**src/rtl/serial_rx_pkg.sv**
```systemverilog
package serial_rx_pkg;

    typedef enum logic [1:0] {
        PAR_NONE = 2'b00,
        PAR_ZERO = 2'b01,
        PAR_ODD  = 2'b10,
        PAR_EVEN = 2'b11
    } par_mode_e;

    typedef enum logic [2:0] {
        ST_IDLE,
        ST_START,
        ST_DATA,
        ST_PAR,
        ST_STOP,
        ST_GAP
    } rx_state_e;

    // Status byte bit positions
    localparam int STAT_OVR  = 0;
    localparam int STAT_FRM  = 1;
    localparam int STAT_PAR  = 2;
    localparam int STAT_OVFL = 3;

endpackage

```
**src/rtl/serial_rx_sync.sv**
```systemverilog
module serial_rx_sync #(
    parameter int STAGES = 2
) (
    input  logic clk,
    input  logic rst_n,
    input  logic din,
    output logic dout
);

    logic [STAGES-1:0] sh_d, sh_q;

    always_comb begin
        sh_d = {sh_q[STAGES-2:0], din};
    end

    always_ff @(posedge clk or negedge rst_n) begin
        if (!rst_n) sh_q <= '1;
        else        sh_q <= sh_d;
    end

    assign dout = sh_q[STAGES-1];

endmodule

```
**src/rtl/serial_rx_frame.sv**
```systemverilog
module serial_rx_frame
    import serial_rx_pkg::*;
#(
    parameter int DIV_W = 16
) (
    input  logic             clk,
    input  logic             rst_n,
    input  logic             run,
    input  logic             char8,
    input  logic             lsb_first,
    input  logic             two_stop,
    input  logic [1:0]       par_mode,
    input  logic [DIV_W-1:0] baud_div,
    input  logic             rx_s,
    output logic             done,
    output logic [7:0]       chr,
    output logic             pe,
    output logic             fe
);

    localparam logic [DIV_W-1:0] ONE = DIV_W'(1);

    typedef struct packed {
        rx_state_e        state;
        logic [DIV_W-1:0] cnt;
        logic [3:0]       bitn;
        logic [7:0]       sh;
        logic             perr;
        logic             prev;
    } frm_t;

    frm_t             q, d;
    par_mode_e        pm;
    logic [DIV_W-1:0] bit_m1, half_m1;
    logic [3:0]       last_bit;
    logic [7:0]       assembled;
    logic             par_bad;
    logic             tick;

    always_comb begin
        pm        = par_mode_e'(par_mode);
        bit_m1    = baud_div - ONE;
        half_m1   = (baud_div >> 1) - ONE;
        last_bit  = char8 ? 4'd7 : 4'd6;
        tick      = (q.cnt == '0);
        assembled = char8     ? q.sh :
                    lsb_first ? {1'b0, q.sh[7:1]} : {1'b0, q.sh[6:0]};
        case (pm)
            PAR_ZERO: par_bad = rx_s;
            PAR_ODD:  par_bad = ~(^assembled ^ rx_s);
            PAR_EVEN: par_bad = ^assembled ^ rx_s;
            default:  par_bad = 1'b0;
        endcase

        d      = q;
        d.prev = rx_s;
        if (!tick) d.cnt = q.cnt - ONE;

        case (q.state)
            ST_IDLE: begin
                if (q.prev && !rx_s) begin
                    d.state = ST_START;
                    d.cnt   = half_m1;
                end
            end
            ST_START: begin
                if (tick) begin
                    if (!rx_s) begin
                        d.state = ST_DATA;
                        d.cnt   = bit_m1;
                        d.bitn  = '0;
                        d.sh    = '0;
                    end else begin
                        d.state = ST_IDLE;
                    end
                end
            end
            ST_DATA: begin
                if (tick) begin
                    d.sh   = lsb_first ? {rx_s, q.sh[7:1]} : {q.sh[6:0], rx_s};
                    d.cnt  = bit_m1;
                    d.bitn = q.bitn + 4'd1;
                    d.perr = 1'b0;
                    if (q.bitn == last_bit)
                        d.state = (pm == PAR_NONE) ? ST_STOP : ST_PAR;
                end
            end
            ST_PAR: begin
                if (tick) begin
                    d.perr  = par_bad;
                    d.cnt   = bit_m1;
                    d.state = ST_STOP;
                end
            end
            ST_STOP: begin
                if (tick) begin
                    d.cnt   = bit_m1;
                    d.state = two_stop ? ST_GAP : ST_IDLE;
                end
            end
            ST_GAP: begin
                if (tick) d.state = ST_IDLE;
            end
            default: d.state = ST_IDLE;
        endcase

        if (!run) begin
            d.state = ST_IDLE;
            d.cnt   = '0;
        end
    end

    always_ff @(posedge clk or negedge rst_n) begin
        if (!rst_n) begin
            q       <= '0;
            q.state <= ST_IDLE;
            q.prev  <= 1'b1;
        end else begin
            q <= d;
        end
    end

    assign done = run && (q.state == ST_STOP) && tick;
    assign chr  = assembled;
    assign pe   = q.perr;
    assign fe   = ~rx_s;

endmodule

```
**src/rtl/serial_rx_core.sv**
```systemverilog
module serial_rx_core
    import serial_rx_pkg::*;
#(
    parameter int DIV_W       = 16,
    parameter int SYNC_STAGES = 2
) (
    input  logic             clk,
    input  logic             rst_n,
    input  logic             clk_en,
    input  logic             rx_en,
    input  logic             char8,
    input  logic             lsb_first,
    input  logic             two_stop,
    input  logic [1:0]       par_mode,
    input  logic [DIV_W-1:0] baud_div,
    input  logic             rxd,
    input  logic             rd_data,
    input  logic             rd_status,
    output logic [7:0]       data8,
    output logic [15:0]      data16,
    output logic [7:0]       status,
    output logic             rx_irq
);

    typedef struct packed {
        logic [7:0] data;
        logic       pe_flag;
        logic       fe_flag;
        logic       full;
        logic       st_ovr;
        logic       st_frm;
        logic       st_par;
        logic       irq;
    } core_t;

    core_t      q, d;
    logic       rx_s;
    logic       f_done, f_pe, f_fe;
    logic [7:0] f_chr;

    serial_rx_sync #(.STAGES(SYNC_STAGES)) u_sync (
        .clk  (clk),
        .rst_n(rst_n),
        .din  (rxd),
        .dout (rx_s)
    );

    serial_rx_frame #(.DIV_W(DIV_W)) u_frame (
        .clk      (clk),
        .rst_n    (rst_n),
        .run      (clk_en && rx_en),
        .char8    (char8),
        .lsb_first(lsb_first),
        .two_stop (two_stop),
        .par_mode (par_mode),
        .baud_div (baud_div),
        .rx_s     (rx_s),
        .done     (f_done),
        .chr      (f_chr),
        .pe       (f_pe),
        .fe       (f_fe)
    );

    always_comb begin
        d     = q;
        d.irq = f_done;
        if (rd_data) d.full = 1'b0;
        if (rd_status) begin
            d.st_ovr = 1'b0;
            d.st_frm = 1'b0;
            d.st_par = 1'b0;
        end
        if (f_done) begin
            d.data    = f_chr;
            d.pe_flag = f_pe;
            d.fe_flag = f_fe;
            d.full    = 1'b1;
            if (q.full && !rd_data) d.st_ovr = 1'b1;
            if (f_pe) d.st_par = 1'b1;
            if (f_fe) d.st_frm = 1'b1;
        end
        if (!clk_en) d = '0;
    end

    always_ff @(posedge clk or negedge rst_n) begin
        if (!rst_n) q <= '0;
        else        q <= d;
    end

    always_comb begin
        data8             = q.data;
        data16            = {6'b0, q.pe_flag, q.fe_flag, q.data};
        status            = '0;
        status[STAT_OVR]  = q.st_ovr;
        status[STAT_FRM]  = q.st_frm;
        status[STAT_PAR]  = q.st_par;
        status[STAT_OVFL] = 1'b0;
        rx_irq            = q.irq;
    end

endmodule

```
**config.mk**
```make
export PLATFORM = sky130hd
export DESIGN_NAME = serial_rx_core
export DESIGN_NICKNAME = d
export VERILOG_FILES = /design/src/rtl/serial_rx_pkg.sv /design/src/rtl/serial_rx_sync.sv /design/src/rtl/serial_rx_frame.sv /design/src/rtl/serial_rx_core.sv
export SDC_FILE = /design/constraint.sdc
export NUM_CORES = 1
export LEC_CHECK = 0
export BUFFER_PORTS_ARGS = -buffer_cell sky130_fd_sc_hd__buf_2
export CAP_MARGIN = 30
export CORE_AREA = 3 3 106 98
export CTS_CLUSTER_DIAMETER = 80
export DETAILED_ROUTE_END_ITERATION = 16
export DIE_AREA = 0 0 109 101
export SLEW_MARGIN = 30
export SYNTH_ARGS = -nofsm -noshare
export SYNTH_HDL_FRONTEND = slang
export SYNTH_SLANG_ARGS = --single-unit
export TNS_END_PERCENT = 30
```
**constraint.sdc**
```tcl
create_clock -name clk -period 3.64 [get_ports clk]
set_input_delay 0.182 -clock clk [delete_from_list [all_inputs] [get_ports clk]]
set_output_delay 0.182 -clock clk [all_outputs]
set_load 0.02 [all_outputs]
```
== After elaboration in Yosys (flattened, before gate mapping) ==
Index checks and enable logic that the tools add are counted.
Operators by class
  multiplexer cells: 30
  bitwise logic cells: 3
  add/sub/neg operators: 4
  equality and inequality tests: 22
  reduce and logical (&&, ||, !) cells: 16
Operator list (count)
  16-bit one-hot mux with 5 select lines: 1
  19-bit two-way mux: 4
  32-bit two-way mux: 1
  16-bit by 1-bit subtractor with 16-bit output, second input constant: 2
  31-bit two-way mux: 1
  28-bit two-way mux: 1
  12-bit one-hot mux with 2 select lines: 1
  3-bit != test, second input constant: 7
  3-bit one-hot mux with 6 select lines: 1
  16-bit logical NOT: 1
  16-bit two-way mux: 1
  8-bit two-way mux: 2
  15-bit by 1-bit subtractor with 16-bit output, second input constant: 1
  15-bit two-way mux: 1
  3-bit two-way mux: 5
  14-bit two-way mux: 1
  2-bit by 1-bit != test with 1-bit output, second input constant: 4
  8-bit XOR reduction: 1
  7-bit two-way mux: 1
  7-bit AND reduction: 1
  3-bit by 2-bit equality test with 1-bit output, second input constant: 2
  3-bit equality test, second input constant: 2
  1-bit two-way mux: 6
  1-bit logical AND: 5
  other kinds (18): 22
Storage, ports and cells
  output and inout bits: 33
  register bits after elaboration: 50

== Longest topological paths before layout ==
Gate-level depths: netlist of run 1.
  word-level depth: 8
  gate-level depth with buffers: 10

== Modules after synthesis ==
From an unflattened synthesis of run 1, not the netlist that was laid out.
Second synthesis, totals
  cell total of the unflattened synthesis: 443
  area total of the unflattened synthesis: 3876.2 um2
By module, submodules not included
  serial_rx_frame: instances 1, seq. area each 827.0 um2, area an instance 2935.3 um2, cells an instance 358
  serial_rx_core: instances 1, seq. area each 375.4 um2, area an instance 888.4 um2, cells an instance 83
  serial_rx_sync: instances 1, seq. area each 52.6 um2, area an instance 52.6 um2, cells an instance 2

== Worst setup path before layout of run 1 ==
OpenSTA, ideal clock, no wires.
  path type: register to register
  start point: register u_frame.q[18] (netlist bit)
  end point: register u_frame.q[13] (netlist bit)
  setup slack: 0.926 ns
  data required time: 3.562 ns
  cell stages (with the launch flop): 9
  data arrival time: 2.637 ns
  setup time: 0.078 ns
  path buffers: 2
  cells stage by stage: dfrtp_1 -> or3_4 -> or4_1 -> buf_2 -> or3_1 -> buf_6 -> or3_4 -> or3_1 -> a21oi_1
On the way
  longest elaborated chain between the ends: 3
  elaborated cells on any way between the ends: 4
  those cells by class: 2 x eq/ne; 2 x reduce/logical
Ends and longest elaborated chain
  start, declared: RTL line serial_rx_frame.sv:32  | frm_t q, d;
  16-bit logical NOT (*): RTL line serial_rx_frame.sv:45  | tick = (q.cnt == '0);
  2-bit by 1-bit != test with 1-bit output (no source line)
  4-bit AND reduction (no source line) (*)
Every way passes the cells marked *; elsewhere a longest branch is shown, timed or not.
A chain may end at the register's enable or synchronous reset.

== Worst setup path after layout of run 1 ==
Same ends and word-level chain as after synthesis.

==> results of run 1 <==
-- final timing paths --
check	start	end	slack (ns)	cells past startpoint
setup / recovery	u_frame.q[18]$_DFF_PN0_	u_frame.q[13]$_DFFE_PN0P_	0.71	6
hold / removal	rx_en	u_frame.q[32]$_DFFE_PN0P_	0.14	3
setup reg to reg	u_frame.q[18]$_DFF_PN0_	u_frame.q[13]$_DFFE_PN0P_	0.71	6
hold reg to reg	u_sync.sh_q[0]$_DFF_PN1_	u_sync.sh_q[1]$_DFF_PN1_	0.36	0
max in group asynchronous	rst_n	data8[7]$_DFFE_PN0P_	2.53	3
min in group asynchronous	rst_n	u_frame.q[30]$_DFFE_PN0P_	0.34	2
-- sequential cells by signal (all words and copies together) (netlist names) --
| signal | count |
|---|---|
| q | 1 |
| status | 3 |
| data8 | 8 |
| u_frame.q | 32 |
| rx_irq | 1 |
| data16 | 2 |
| u_frame.pe | 1 |
| u_sync.sh_q | 2 |
-- final cells by class --
| cell class | instances | area share [%] |
|---|---|---|
| Sequential cell | 50 | 32.5 |
| Multi-Input combinational cell | 327 | 51.7 |
| Tap cell | 126 | 4.08 |
| Timing Repair Buffer | 55 | 7.64 |
| Clock buffer | 6 | 2.14 |
| Inverter | 10 | 0.972 |
| Clock inverter | 2 | 1.00 |
-- power by group through the flow --
stage	clock (mW)	combinational (mW)	sequential, mW
after global placement	0	0.947	0.766
after global routing	0.455	1.08	0.775
after floorplan	0	0.801	0.724
after CTS	0.429	0.970	0.756
after detailed placement	0	0.962	0.767
final	0.417	0.967	0.756
-- layer usage --
layer  global-route usage (%)  vias up  share of wire, %
met2                     23.1       61                46
met5                        0        -                 0
li1                         -     1485                 -
met3                     2.56        7               4.5
met4                     4.08        0               1.1
met1                     21.0     1427                49
-- kinds of logic after synthesis --
kind of cell,count (synthesis)
xor gates and xnor gates,48
AOI/OAI and AO/OA,81
and+or+nand+nor,163
DFF,50
buffers and inverters,65
other,1
muxes,18
adders and majority gates,6
-- worst register-to-register path, delay by kind of cell (launching register included) --
kind | cells | cell delay [ns]
and+or+nand+nor | 5 | 2.31
AOI/OAI and AO/OA | 1 | 0.14
DFF | 1 | 0.42
-- metrics by stage --
| stage | cells | setup WS, ns |
|---|---|---|
| CTS | 576 | 0.711 |
| detailed placement | 566 | 0.710 |
| floorplan | 442 | 0.926 |
| global route | 576 | 0.628 |
| finish | 576 | 0.713 |
| global placement | 566 | 0.777 |
-- what timing repair did --
item | CTS | global route
hold buffers | 2 | 0
endpoints found under the hold margin | 15 | 0
setup buffers | 0 | 0
-- cells in the mapped netlist (4+ instances only) --
cell      instances
o22ai_1          16
nor4_1            6
clkbuf_1         16
or4_1             4
buf_4            32
mux2i_1          17
xor2_1           19
inv_1            10
nand3_1          24
a21oi_1          23
o21ai_0          29
nor2_1           39
nand3b_1          4
dfrtp_1          47
xnor2_1          28
nor3_1           13
nand2_1          45
or3_1             8
ha_1              6
==> results.tsv, run 1 <==
metric	value	unit
via total after detailed routing	2980	
# port buffers	49	
Clock Tree Buf Depth	2	
die width	109	um
Finished Core Util	40.7	%
Seq cells post-synth	50	
number of fillers in the final layout	967	
multi-input combinational cell area	0.00200	sq mm
initial core utilization	37.8	%
mux cell area share after synthesis	5.06	%
CTS buffer count	5	
Final #Nets	483	
Synth Cell Area	0.00359	sq mm
Synth Area in Compound Gates	13.0	%
commonest cells after routing, fill and taps aside	49 x buf_2, 47 x dfrtp_1, 45 x nand2_1	
post-CTS sizing	0	
Slew headroom	57.9	%
Max Clock Freq	0.342	GHz
Post-Syn Instances	432	
setup clock skew after layout	0.0139	ns
final wirelength	7800	um
Synth Area in Simple Gates	22.2	%
minimum clock period	2.93	ns
DR iter-0 viols	203	
internal power	1.30	mW
share of the synthesized area in the top cell type	32.8	%
TritonRoute pass-1 iters	4	
NetSw	0.840	mW
Num Clock Sinks	50	
Crit path max-delay family	simple AND/OR/NAND/NOR gates	
antenna cells	0	
vias in the first global route	2730	
crit path max fanout	13	
final hold vios	0	
CP Buf/Inv Count	0	
top_reg_cell synth	dfrtp_1	
grt ovf	0	
drc violations	0	
number of max-cap violations	0	
Area contributors post-synth	dfrtp_1 33%, xnor2_1 6.8%, buf_4 6.7%	
RSZ-0062 raised after global routing	no	
Syn. warnings	0	
Finished Cell Area	0.00386	sq mm
Clk Latency, worst-skew pair	0.30	ns
CTS tree	done	
clk root buf	clkbuf_8	
Die ar.	0.0110	sq mm
Power Total	2.14	mW
fraction of layout cells with a size suffix above 1	15.3	%
Routed Antenna Nets	0	
sequential power share	35.3	%
Post-Synth Adder-Cell Area	2.09	%
setup TNS	0	ns
startpoint types	register	
gp weighted congestion	0.847	
die span in y	101	um
number of vias per cell	5.17	
I/O pin count	61	
Worst-path clk slew	0.10	ns
most common cell after layout, fill and taps aside	buf_2	
EDFF count, synth	0	
first-pass GRT wire length	13100	um
Min Hold Slack	0.140	ns
largest net degree at the start of global routing	34	
WL/cell	13.5	um
Clock Power Share	19.5	%
register area	0.00125	sq mm
max-slew violations	0	
Syn Area/Cell	8.31	sq um
Setup violations, final	0	
Worst Setup End Kind	register	
placement row count	34	
XOR/XNOR Fraction of Synth Area	12.1	%
Max VDD drop	0.250	mV
asr flop ratio synth	100	%
critical path class	reg2reg	
Worst Path Arrival	3.16	ns
Comb pwr share	45.2	%
Worst EP required	3.88	ns
Slowest cell on crit path	or3_1	
core box area	0.00949	sq mm
gr usage total	14.8	%
Leakage	1.79	nW
worst-path cell chain	or3_4 > or4_1 > or3_1 > or3_4 > or3_1 > a21oi_1	
initial antenna violation count	0	
status	finished clean	
Synth area leader	dfrtp_1	
P&R area growth vs syn	7.64	%
H-tree depth	2	
largest family of logic cells by synthesized area	simple AND/OR/NAND/NOR gates	
Hold WC Path Type	in2reg	
Crit path largest cell delay	0.54	ns
period utilization	80.4	%
Netlist cell types	46	
Detailed Place HPWL	5950	um
sequential fraction of the synthesis area	35.0	%
Switching Fraction	39.2	%
placed cell area	0.00372	sq mm
pwr/cell area	554	mW/mm^2
Least-Margin Pin Slew	0.631	ns
(Power assumes the default switching activity.)
==> run 2: changes to the inputs <==
clock period = 2.72 ns   (was 3.64 ns; I/O delays follow)
==> results.tsv, run 2 (same netlist as run 1, synthesis figures left out) <==
metric	value	unit	change
max-slew violations	0		unchanged
Clk Latency, worst-skew pair	0.30	ns	about the same
Worst EP required	2.96	ns	-0.92 ns
P&R area growth vs syn	9.80	%	
initial antenna violation count	0		unchanged
setup clock skew after layout	0.00821	ns	-0.00571 ns
status	finished clean		
vias in the first global route	2776		+1.7%
Die ar.	0.0110	sq mm	unchanged
antenna cells	0		unchanged
die width	109	um	unchanged
fraction of layout cells with a size suffix above 1	17.6	%	+2.2 points
DR iter-0 viols	251		+24%
Finished Core Util	41.5	%	+0.82 points
Worst Path Arrival	2.85	ns	-0.31 ns
drc violations	0		unchanged
gp weighted congestion	0.852		+0.67%
final wirelength	8140	um	+4.4%
die span in y	101	um	unchanged
Hold WC Path Type	in2reg		
Max VDD drop	0.308	mV	+23%
Clock Tree Buf Depth	2		unchanged
I/O pin count	61		unchanged
initial core utilization	37.8	%	unchanged
startpoint types	register		
critical path class	reg2reg		
grt ovf	0		unchanged
number of fillers in the final layout	953		-1.4%
Routed Antenna Nets	0		unchanged
Slew headroom	47.9	%	-9.9 points
Detailed Place HPWL	6110	um	+2.6%
RSZ-0062 raised after global routing	no		
first-pass GRT wire length	13700	um	+4.6%
pwr/cell area	738	mW/mm^2	+33%
Least-Margin Pin Slew	0.781	ns	+0.151 ns
CTS buffer count	5		unchanged
# port buffers	49		unchanged
largest net degree at the start of global routing	35		+2.9%
placement row count	34		unchanged
CTS tree	done		
most common cell after layout, fill and taps aside	buf_2		
Worst Setup End Kind	register		
period utilization	96.1	%	+16 points
Setup violations, final	0		unchanged
crit path max fanout	6		-7
Worst-path clk slew	0.10	ns	about the same
setup TNS	0	ns	unchanged
core box area	0.00949	sq mm	unchanged
Num Clock Sinks	50		unchanged
final hold vios	0		unchanged
Max Clock Freq	0.383	GHz	+12%
clk root buf	clkbuf_8		
number of max-cap violations	0		unchanged
commonest cells after routing, fill and taps aside	49 x buf_2, 47 x dfrtp_1, 45 x nand2_1		
TritonRoute pass-1 iters	4		unchanged
max reg flops	32		unchanged
number of vias per cell	5.07		-2.0%
worst-path cell chain	or3_4 > or4_4 > or3_1 > or3_4 > or3_1 > a21oi_1		
dpl cells	577		+1.9%
Crit path largest cell delay	0.46	ns	-0.08 ns
fin cells	587		+1.9%
minimum clock period	2.61	ns	-0.314 ns
gr usage total	15.4	%	+0.64 points
H-tree depth	2		unchanged
WL/cell	13.9	um	+2.4%
Leakage	1.84	nW	+2.7%
register area	0.00125	sq mm	unchanged
multi-input combinational cell area	0.00200	sq mm	+0.19%
Slowest cell on crit path	or4_4		
register with the most flip-flops	u_frame.q		
via total after detailed routing	2975		-0.17%
Final #Nets	494		+2.3%
run 2: changes by cell type in the layout (fill, tap and decap cells not counted), sizes merged:
cell    delta
clkbuf     -1
buf       +11
clkinv     +1
run 2: routing by layer:
metal,part of all wire [%],vias up,global-route usage (%)
li1,-,1506,-
met1,51,1394,23.1
met2,43,65,23.2
met3,3.7,10,1.79
met4,1.3,0,4.56
met5,0,-,0
run 2: critical path, delay by kind of cell (launching register included):
| kind | cells | cell delay (ns) |
|---|---|---|
| and+or+nand+nor | 5 | 2.00 |
| DFF | 1 | 0.42 |
| AOI/OAI and AO/OA | 1 | 0.14 |
run 2: layout make-up:
class | instances | area share (%)
clock buffer | 5 | 1.75
clock inverter | 3 | 1.11
inverter | 10 | 0.953
multi-input combinational | 327 | 50.7
sequential | 50 | 31.9
tap | 126 | 4.00
timing repair buffer | 66 | 9.59
run 2: final timing paths:
kind / from / to / slack (ns) / cells after the start
min reg2reg: u_sync.sh_q[0]$_DFF_PN1_ / u_sync.sh_q[1]$_DFF_PN1_ / 0.36 / 0
min in group asynchronous: rst_n / u_frame.q[31]$_DFFE_PN0P_ / 0.45 / 2
max in group asynchronous: rst_n / u_frame.q[21]$_DFF_PN0_ / 1.64 / 3
max reg2reg: u_frame.q[18]$_DFF_PN0_ / u_frame.q[13]$_DFFE_PN0P_ / 0.11 / 6
min: rd_status / status[2]$_DFF_PN0_ / 0.10 / 3
max: u_frame.q[18]$_DFF_PN0_ / u_frame.q[13]$_DFFE_PN0P_ / 0.11 / 6
run 2: stage by stage:
stage          power, mW  hold slack [ns]  worst slack [ns]  instance area (sq um)
2_1_floorplan       2.04           -0.160           0.00567                   3630
3_3_place_gp        2.34            0.243            0.0966                   3800
3_5_place_dp        2.36            0.244            0.0492                   3800
4_1_cts             2.91           0.0894            0.0475                   3940
5_1_grt             3.14           0.0954            0.0164                   3940
6_report            2.91            0.102             0.107                   3940
run 2: power breakdown:
part	total [mW]	internal (mW)	switching, mW
Combinational	1.36	0.632	0.724
Clock	0.538	0.276	0.262
Sequential	1.01	0.855	0.159
Total	2.91	1.76	1.15
run 2: repair_timing:
item / CTS / global route
hold buffers: 2 / 0
setup buffers: 0 / 0
setup endpoints to repair: 0 / 14
hold endpoints to repair: 30 / 0
gates resized for setup: 0 / 2
==> run 3: changes to the inputs <==
CORE_AREA = 8 8 111 103   (was 3 3 106 98)
DIE_AREA = 0 0 119 111   (was 0 0 109 101)
GPL_ROUTABILITY_DRIVEN = 0   (was not set)
==> results.tsv, run 3 (same netlist as run 1, synthesis figures left out) <==
metric	value	unit	change
Slew headroom	53.4	%	+5.5 points
placed cell area	0.00381	sq mm	+0.20%
register area	0.00125	sq mm	unchanged
final worst slack	0.0948	ns	-0.0123 ns
multi-input combinational cell area	0.00201	sq mm	+0.38%
Worst-path clk slew	0.09	ns	about the same
I/O pin count	61		unchanged
vias in the first global route	2872		+3.5%
number of max-cap violations	0		unchanged
Leakage	1.85	nW	+0.46%
critical path class	reg2reg		
CTS buffer count	5		unchanged
Setup violations, final	0		unchanged
internal power	1.80	mW	+2.3%
number of vias per cell	5.01		-1.2%
via total after detailed routing	2943		-1.1%
CTS tree	done		
Clk Latency, worst-skew pair	0.30	ns	about the same
Worst EP required	2.95	ns	about the same
crit path max fanout	6		unchanged
NetSw	1.15	mW	+0.16%
Clock Power Share	17.6	%	-0.9 points
minimum clock period	2.63	ns	+0.0123 ns
startpoint types	register		
die span in y	111	um	+9.9%
drc violations	0		unchanged
antenna cells	0		unchanged
period utilization	96.5	%	+0.45 points
grt ovf	0		unchanged
Hold WC Path Type	in2reg		
H-tree depth	2		unchanged
gr usage total	12.5	%	-2.9 points
final wirelength	8250	um	+1.4%
Num Clock Sinks	50		unchanged
sequential power share	34.3	%	-0.6 points
number of fillers in the final layout	962		+0.94%
Worst Setup End Kind	register		
DR iter-0 viols	284		+13%
Detailed Place HPWL	6380	um	+4.5%
setup TNS	0	ns	unchanged
Clock Tree Buf Depth	2		unchanged
final hold vios	0		unchanged
Max Clock Freq	0.381	GHz	-0.47%
Least-Margin Pin Slew	0.699	ns	-0.0823 ns
status	finished clean		
Worst Path Arrival	2.86	ns	about the same
most common cell after layout, fill and taps aside	buf_2		
setup slack at placement	0.0686	ns	+0.0194 ns
initial core utilization	37.8	%	unchanged
pwr/cell area	746	mW/mm^2	+1.0%
commonest cells after routing, fill and taps aside	49 x buf_2, 47 x dfrtp_1, 45 x nand2_1		
setup clock skew after layout	0.00436	ns	-0.00385 ns
core box area	0.00949	sq mm	unchanged
WL/cell	14.0	um	+1.2%
Finished Cell Area	0.00396	sq mm	+0.44%
fraction of layout cells with a size suffix above 1	18.0	%	+0.39 points
die width	119	um	+9.2%
TritonRoute pass-1 iters	4		unchanged
Switching Fraction	38.9	%	-0.52 points
Routed Antenna Nets	0		unchanged
Comb pwr share	48.1	%	+1.5 points
max-slew violations	0		unchanged
P&R area growth vs syn	10.3	%	
placement row count	34		unchanged
# port buffers	49		unchanged
first-pass GRT wire length	14000	um	+2.2%
max reg flops	32		unchanged
initial antenna violation count	0		unchanged
register with the most flip-flops	u_frame.q		
Final #Nets	496		+0.40%
Die ar.	0.0132	sq mm	+20%
largest net degree at the start of global routing	32		-8.6%
clk root buf	clkbuf_8		
Max VDD drop	0.274	mV	-11%
## run 3: cell types whose count changed in the layout (fill, tap and decap cells not counted)
cell      delta
or2_2        -1
buf_4        +2
o21ai_1      -1
clkinv_4     +1
o21ai_0      +1
clkinv_2     -1
inv_6        -1
or2_4        +1
or3_1        -1
or3_4        +1
## run 3: routing by layer
| layer | wire, um | vias to the layer above | global-route usage, % | share of wire [%] |
|---|---|---|---|---|
| li1 | - | 1505 | - | - |
| met1 | 4100 | 1378 | 17.3 | 50 |
| met2 | 3700 | 55 | 19.0 | 45 |
| met3 | 384 | 5 | 2.95 | 4.7 |
| met4 | 69 | 0 | 3.37 | 0.84 |
| met5 | 0 | - | 0 | 0 |
## run 3: worst paths after layout
kind                                                from                         to  slack, ns  depth (start not counted)
worst max-delay path             u_frame.q[18]$_DFF_PN0_  u_frame.q[13]$_DFFE_PN0P_       0.09                          6
worst min-delay path                         baud_div[1]    u_frame.q[14]$_DFF_PN0_       0.10                          2
worst max register to register   u_frame.q[18]$_DFF_PN0_  u_frame.q[13]$_DFFE_PN0P_       0.09                          6
worst min register to register  u_sync.sh_q[0]$_DFF_PN1_   u_sync.sh_q[1]$_DFF_PN1_       0.36                          0
max in group asynchronous                          rst_n    u_frame.q[28]$_DFF_PN0_       1.57                          3
min in group asynchronous                          rst_n  u_frame.q[31]$_DFFE_PN0P_       0.42                          2
## run 3: metrics by stage
| stage | utilization (%) | total power [mW] | cells | hold slack, ns |
|---|---|---|---|---|
| after floorplan | - | 2.04 | 442 | -0.160 |
| after global placement | 40.2 | 2.38 | 578 | 0.225 |
| after detailed placement | 40.2 | 2.39 | 578 | 0.231 |
| after CTS | 41.5 | 2.93 | 587 | 0.0894 |
| after global routing | 41.7 | 3.19 | 588 | 0.0936 |
| final | 41.7 | 2.95 | 588 | 0.101 |
## run 3: cell type report
type / instances / area share, %
Clock inverter: 2 / 0.980
Inverter: 10 / 0.948
Multi-Input combinational cell: 327 / 50.7
Sequential cell: 50 / 31.7
Clock buffer: 5 / 1.74
Tap cell: 126 / 3.98
Timing Repair Buffer: 68 / 9.93
## run 3: power by group through the flow
stage               Clock (mW)  Combinational, mW  Sequential (mW)
detailed placement           0               1.37             1.02
floorplan                    0               1.07            0.969
CTS                      0.538               1.38             1.01
global placement             0               1.36             1.02
global route             0.574               1.59             1.03
finish                   0.520               1.42             1.01
## run 3: repair_timing
action / CTS / global route
endpoints found under the setup margin: 0 / 20
setup buffers: 0 / 1
resized for setup: 0 / 3
hold buffers: 2 / 0
endpoints found under the hold margin: 28 / 0
## run 3: critical path, stage by stage, from the launching register on
cell	delay, ns
dfrtp_1	0.42
or3_4	0.41
or4_4	0.43
or3_4	0.39
or3_4	0.41
or3_1	0.35
a21oi_1	0.15
